$ cat config.mk
export PLATFORM = sky130hd
export DESIGN_NAME = spad_agu
export DESIGN_NICKNAME = d
export VERILOG_FILES = /design/src/rtl/spad_pkg.sv /design/src/rtl/spad_addr_gen.sv /design/src/rtl/spad_ram.sv /design/src/rtl/spad_ctrl.sv /design/src/rtl/spad_agu.sv
export SDC_FILE = /design/constraint.sdc
export NUM_CORES = 2
export LEC_CHECK = 0
export BUFFER_PORTS_ARGS = -buffer_cell sky130_fd_sc_hd__buf_2
export CORE_MARGIN = 10
export CORE_UTILIZATION = 40
export CTS_CLUSTER_SIZE = 16
export DETAILED_ROUTE_END_ITERATION = 16
export GPL_ROUTABILITY_DRIVEN = 0
export PLACE_DENSITY = 0.59
export REMOVE_ABC_BUFFERS = 1
export SYNTH_ARGS = -nofsm -noshare
export SYNTH_HDL_FRONTEND = slang
export SYNTH_SLANG_ARGS = --single-unit
$ cat constraint.sdc
create_clock -name clk -period 9.95 [get_ports clk]
set_clock_uncertainty 0.1 [all_clocks]
set_input_delay 0.995 -clock clk [delete_from_list [all_inputs] [get_ports clk]]
set_output_delay 0.995 -clock clk [all_outputs]
set_load 0.005 [all_outputs]
$ cat src/rtl/spad_pkg.sv
package spad_pkg;

    localparam int MODEL_SMALL  = 0;
    localparam int MODEL_MEDIUM = 1;
    localparam int MODEL_LARGE  = 2;

    typedef enum logic [1:0] {
        ST_IDLE = 2'd0,
        ST_BUS  = 2'd1,
        ST_DONE = 2'd2
    } spad_state_e;

    function automatic int spad_addr_width(input int model);
        if (model == MODEL_SMALL)  return 8;
        if (model == MODEL_MEDIUM) return 16;
        return 32;
    endfunction

endpackage

$ cat src/rtl/spad_addr_gen.sv
module spad_addr_gen
    import spad_pkg::*;
#(
    parameter int MODEL = MODEL_LARGE,
    localparam int AW   = spad_addr_width(MODEL)
) (
    input  logic          direct,
    input  logic [4:0]    imm_off,
    input  logic [7:0]    reg_off,
    input  logic [23:0]   page_ptr,
    output logic [AW-1:0] addr
);

    logic [7:0] offset;

    assign offset = direct ? {3'b000, imm_off} : reg_off;

    generate
        if (MODEL == MODEL_SMALL) begin : g_small
            logic unused_pp;
            assign unused_pp = ^page_ptr;
            assign addr      = offset;
        end else if (MODEL == MODEL_MEDIUM) begin : g_medium
            logic unused_pp;
            assign unused_pp = ^page_ptr[23:8];
            assign addr      = {page_ptr[7:0], offset};
        end else begin : g_large
            assign addr = {page_ptr, offset};
        end
    endgenerate

endmodule

$ cat src/rtl/spad_ram.sv
module spad_ram #(
    parameter int DEPTH = 256,
    localparam int IW   = $clog2(DEPTH)
) (
    input  logic          clk,
    input  logic          en,
    input  logic          we,
    input  logic [IW-1:0] idx,
    input  logic [7:0]    wdata,
    output logic [7:0]    rdata
);

    logic [7:0] mem [DEPTH];

    always_ff @(posedge clk) begin
        if (en) begin
            if (we) mem[idx] <= wdata;
            else    rdata    <= mem[idx];
        end
    end

endmodule

$ cat src/rtl/spad_ctrl.sv
module spad_ctrl
    import spad_pkg::*;
(
    input  logic clk,
    input  logic rst_n,
    input  logic start,
    input  logic go_bus,
    input  logic bus_ack,
    output logic accept,
    output logic busy,
    output logic done,
    output logic bus_active,
    output logic capture
);

    spad_state_e state_q, state_d;

    always_ff @(posedge clk) begin
        if (!rst_n) state_q <= ST_IDLE;
        else        state_q <= state_d;
    end

    always_comb begin
        state_d = state_q;
        unique case (state_q)
            ST_IDLE: if (start)   state_d = go_bus ? ST_BUS : ST_DONE;
            ST_BUS:  if (bus_ack) state_d = ST_DONE;
            ST_DONE:              state_d = ST_IDLE;
            default:              state_d = ST_IDLE;
        endcase
    end

    always_comb begin
        accept     = 1'b0;
        busy       = 1'b1;
        done       = 1'b0;
        bus_active = 1'b0;
        capture    = 1'b0;
        unique case (state_q)
            ST_IDLE: begin
                busy   = 1'b0;
                accept = start;
            end
            ST_BUS: begin
                bus_active = 1'b1;
                capture    = bus_ack;
            end
            ST_DONE: done = 1'b1;
            default: busy = 1'b0;
        endcase
    end

endmodule

$ cat src/rtl/spad_agu.sv
module spad_agu
    import spad_pkg::*;
#(
    parameter int MODEL       = MODEL_LARGE,
    parameter bit SP_EXTERNAL = 1'b0,
    parameter int RAM_DEPTH   = 256,
    localparam int AW         = spad_addr_width(MODEL)
) (
    input  logic          clk,
    input  logic          rst_n,
    input  logic          start,
    input  logic          is_periph,
    input  logic          is_write,
    input  logic          direct,
    input  logic [4:0]    imm_off,
    input  logic [7:0]    reg_off,
    input  logic [23:0]   page_ptr,
    input  logic [7:0]    wdata,
    output logic          busy,
    output logic          done,
    output logic [7:0]    rdata,
    output logic [AW-1:0] bus_addr,
    output logic [7:0]    bus_wdata,
    output logic          bus_we,
    output logic          sp_req,
    output logic          io_req,
    input  logic          bus_ack,
    input  logic [7:0]    bus_rdata
);

    localparam int IW = $clog2(RAM_DEPTH);

    logic [AW-1:0] form_addr;
    logic          go_bus, accept, bus_active, capture;
    logic          periph_q, int_q;
    logic [7:0]    bus_rdata_q, ram_rdata;

    assign go_bus = is_periph | SP_EXTERNAL;

    spad_addr_gen #(.MODEL(MODEL)) i_addr_gen (
        .direct  (direct),
        .imm_off (imm_off),
        .reg_off (reg_off),
        .page_ptr(page_ptr),
        .addr    (form_addr)
    );

    spad_ctrl i_ctrl (
        .clk       (clk),
        .rst_n     (rst_n),
        .start     (start),
        .go_bus    (go_bus),
        .bus_ack   (bus_ack),
        .accept    (accept),
        .busy      (busy),
        .done      (done),
        .bus_active(bus_active),
        .capture   (capture)
    );

    always_ff @(posedge clk) begin
        if (!rst_n) begin
            bus_addr    <= '0;
            bus_wdata   <= '0;
            bus_we      <= 1'b0;
            periph_q    <= 1'b0;
            int_q       <= 1'b0;
            bus_rdata_q <= '0;
        end else begin
            if (accept) begin
                bus_addr  <= form_addr;
                bus_wdata <= wdata;
                bus_we    <= is_write;
                periph_q  <= is_periph;
                int_q     <= ~go_bus;
            end
            if (capture) bus_rdata_q <= bus_rdata;
        end
    end

    assign sp_req = bus_active & ~periph_q;
    assign io_req = bus_active &  periph_q;
    assign rdata  = int_q ? ram_rdata : bus_rdata_q;

    generate
        if (!SP_EXTERNAL) begin : g_int_ram
            spad_ram #(.DEPTH(RAM_DEPTH)) i_ram (
                .clk  (clk),
                .en   (accept & ~go_bus),
                .we   (is_write),
                .idx  (form_addr[IW-1:0]),
                .wdata(wdata),
                .rdata(ram_rdata)
            );
        end else begin : g_ext_ram
            assign ram_rdata = '0;
        end
    endgenerate

endmodule

==> impl_results.md <==
* Status: finished clean
* H-tree depth at 4
* Number of CTS-inserted buffers at ~210
* First-pass GRT wire length at approximately 320000 um
* Worst Setup End Kind: flop
* Worst R2R Start: i_ctrl.state_q[0]$_SDFFE_PN0P_
* Most common cell after layout, fill and taps aside: edfxtp_1
* Switching pwr at about 4.3 mW
* R2R Setup Slk at ~5.4 ns
* Synth Flop Type: edfxtp_1
* Clock Latency Late Sink at ~0.87 ns
* Max Cap Viol at 0
* IO Count at between 100 and 150
* Setup Fix Bufs, Post-CTS at 0
* Synthesized area per cell at approximately 20 um^2
* Clk pwr share at between 40% and 50%
* Final WL at ~230000 um
* Crit path required time at 10.42 ns
* Vias in the first global route at 41780
* Startpoint Class: primary input
* Switching portion of total power at 22.59%
* Post-route setup slack at around 4.7 ns
* Unique cell type count in the Yosys netlist at between 50 and 60
* Pwr Total at 18.98 mW
* EDFF count, synth at a little over 2000
* Dpl cell area at 85790 um^2
* Grt ovf at 0
* Peak supply drop at approximately 140 uV
* Resized Gates After CTS at 0
* # hold bufs at CTS at 0
* Share of cells above drive strength 1 at between 20% and 30%
* Die area at between 200000 and 250000 um^2
* Most frequent cells in the layout: edfxtp_1 (2056), mux4_2 (481), nand2_1 (375)
* Routed Antenna Nets at 0
* Worst R2R Path Depth at 10
* Gate Count Post-Synth at slightly above 4000
* Fin. max-slew vios at 0
* Core area at 204400 um^2
* Syn. warnings at 0
* CTS Root Cell: clkbuf_16
* Total number of vias at between 40000 and 50000
* Die H at ~470 um
* Worst rel slew slack at 10.70%
* Pwr Density at 204.7 nW/um^2
* Filler instances at around 17000
* Sinks on Clock Net at between 2000 and 2500
* Clock buffer depth at 3
* Crit path from: direct
* Unrepaired setup endpoints after global routing: false
* Crit-path max FO at 53
* Syn-to-layout area delta at 12.89%
* Fin crit share at 52.36%
* Max frequency at about 0.19 GHz
* Final min period at between 5 and 6 ns
* Cell Int Power at 14.69 mW
* DR WL/cell at around 31 um
* Sequential power share at about half
* TritonRoute pass-1 iters at 6
* Total GRT Usage at 19.80%
* Routed vias/inst at slightly below 6
* Static leakage at around 29 nW
* Worst reg2reg path endpoint: g_int_ram.i_ram.mem[98][0]$_DFFE_PP_
* Register bit count reported by yosys at 2109
* Layout net count at approximately 4400
* Drt drc at 0
* Post-synthesis cell area at 82140 um^2
* HP Class: primary input to flop
* Post-DP HPWL at ~130000 um
* Sequential share of the synthesized area at 76.46%
* Slew at the pin closest to its max-slew limit at approximately 1.3 ns
* Die Width at ~470 um
* Worst slack at placement at between 3 and 4 ns
* Total Neg Setup Slack at 0 ns
* FFs w/ async S/R, synth at 0%
* Final hold vios at 0
* I/O Buffers at ~110
* CTS tree: yes
* Initial antenna violation count at 11
* Comb power frac at about 6.6%
* DRT iter0 DRCs at ~4800
* Largest net degree at the start of global routing at between 100 and 150
* Crit Path Class: primary input to flop
* Crit path arrival time at 5.68 ns
* Setup-failing EPs final at 0
* Row cnt at between 150 and 200
* Setup crit end: g_int_ram.i_ram.rdata[6]$_DFFE_PP_
* Finished Cell Area at 92720 um^2
* Reg clk slew, reported paths at roughly 0.06 ns
* Initial Utilization at 40.19%
-- routing by layer --
layer | routed length, um | vias to the layer above | track usage (%)
li1 | - | 17190 | -
met1 | 90370 | 22220 | 26.94
met2 | 105700 | 1847 | 30.81
met3 | 18900 | 419 | 4.483
met4 | 10110 | 4 | 8.368
met5 | 21 | - | 0
-- worst max-delay path: stages --
cell     delay [ns]
buf_2          0.53
mux2_8         0.73
buf_4          0.67
buf_4          0.45
mux4_2         0.55
nand2_1        0.09
nand3_1        0.08
and3_1         0.22
nor4_1         1.10
nand3_1        0.15
-- logic make-up (layout without fill, tap and decap cells) --
kind of cell,Yosys count,count (layout),synth area share [%]
flops,2109,2109,76.46
simple gates,903,903,4.654
other cells,0,4,0
fa+ha+maj,3,3,0.04570
mux,675,675,15.62
compound gates,210,210,1.709
buf+inv,254,594,1.519
-- power groups by stage --
stage	registers [mW]	logic, mW	clock network (mW)
finish	9.78	1.24	7.96
floorplan	9.96	0.855	0
global placement	9.96	1.24	0
CTS	9.78	1.25	8.06
global route	9.77	1.32	8.42
detailed placement	9.97	1.25	0
-- flip-flops by register name, indices dropped and copies added, names as in the netlist --
register / flops
i_ctrl.state_q: 2
bus_addr: 32
g_int_ram.i_ram.rdata: 8
periph_q: 1
g_int_ram.i_ram.mem: 2048
bus_rdata_q: 8
bus_wdata: 8
int_q: 1
bus_we: 1
-- how the worst min path moves through the flow --
stage	from	endpoint	depth (start not counted)
3_3_place_gp	bus_addr[24]$_SDFFE_PN0N_	bus_addr[24]$_SDFFE_PN0N_	2
5_1_grt	bus_rdata[4]	bus_rdata_q[4]$_SDFFE_PN0P_	3
6_report	page_ptr[5]	bus_addr[13]$_SDFFE_PN0N_	3
3_5_place_dp	bus_addr[15]$_SDFFE_PN0N_	bus_addr[15]$_SDFFE_PN0N_	2
4_1_cts	page_ptr[0]	bus_addr[8]$_SDFFE_PN0N_	3
2_1_floorplan	bus_rdata_q[0]$_SDFFE_PN0P_	bus_rdata_q[0]$_SDFFE_PN0P_	2
-- layout make-up --
| type | instances | area (um^2) | share of cell area (%) |
|---|---|---|---|
| tap | 2688 | 3363 | 3.627 |
| clock inverter | 134 | 1395 | 1.505 |
| timing repair buffer | 196 | 1374 | 1.482 |
| sequential | 2109 | 62800 | 67.73 |
| multi-input combinational | 1791 | 18240 | 19.67 |
| antenna | 4 | 10.01 | 0.01080 |
| inverter | 5 | 18.77 | 0.02024 |
| clock buffer | 259 | 5522 | 5.955 |
-- synth_stat cells (all sizes together), types with 16 or more instances --
library cell  instances  area, um^2
a211oi               27       202.7
edfxtp             2056       61740
clkbuf              128       480.5
and3                 55       344.1
a22oi                36       270.3
mux2i               158        1582
nor3                 22       110.1
nor2                295        1107
mux4                481       10830
buf                 121       748.2
a21oi                71       355.3
mux2                 36       412.9
nand3                98       490.5
o22ai                16       100.1
nand2               380        1426
dfxtp                53        1061
-- metrics by stage --
step / instances / util, % / hold slack, ns
floorplan: 3905 / - / 0.3338
global placement: 6788 / 41.97 / 0.3382
detailed placement: 6788 / 41.98 / 0.3454
CTS: 7181 / 45.36 / 0.2137
global route: 7185 / 45.37 / 0.2439
finish: 7186 / 45.37 / 0.2712
Note: power is estimated with default switching activity, not from simulation.
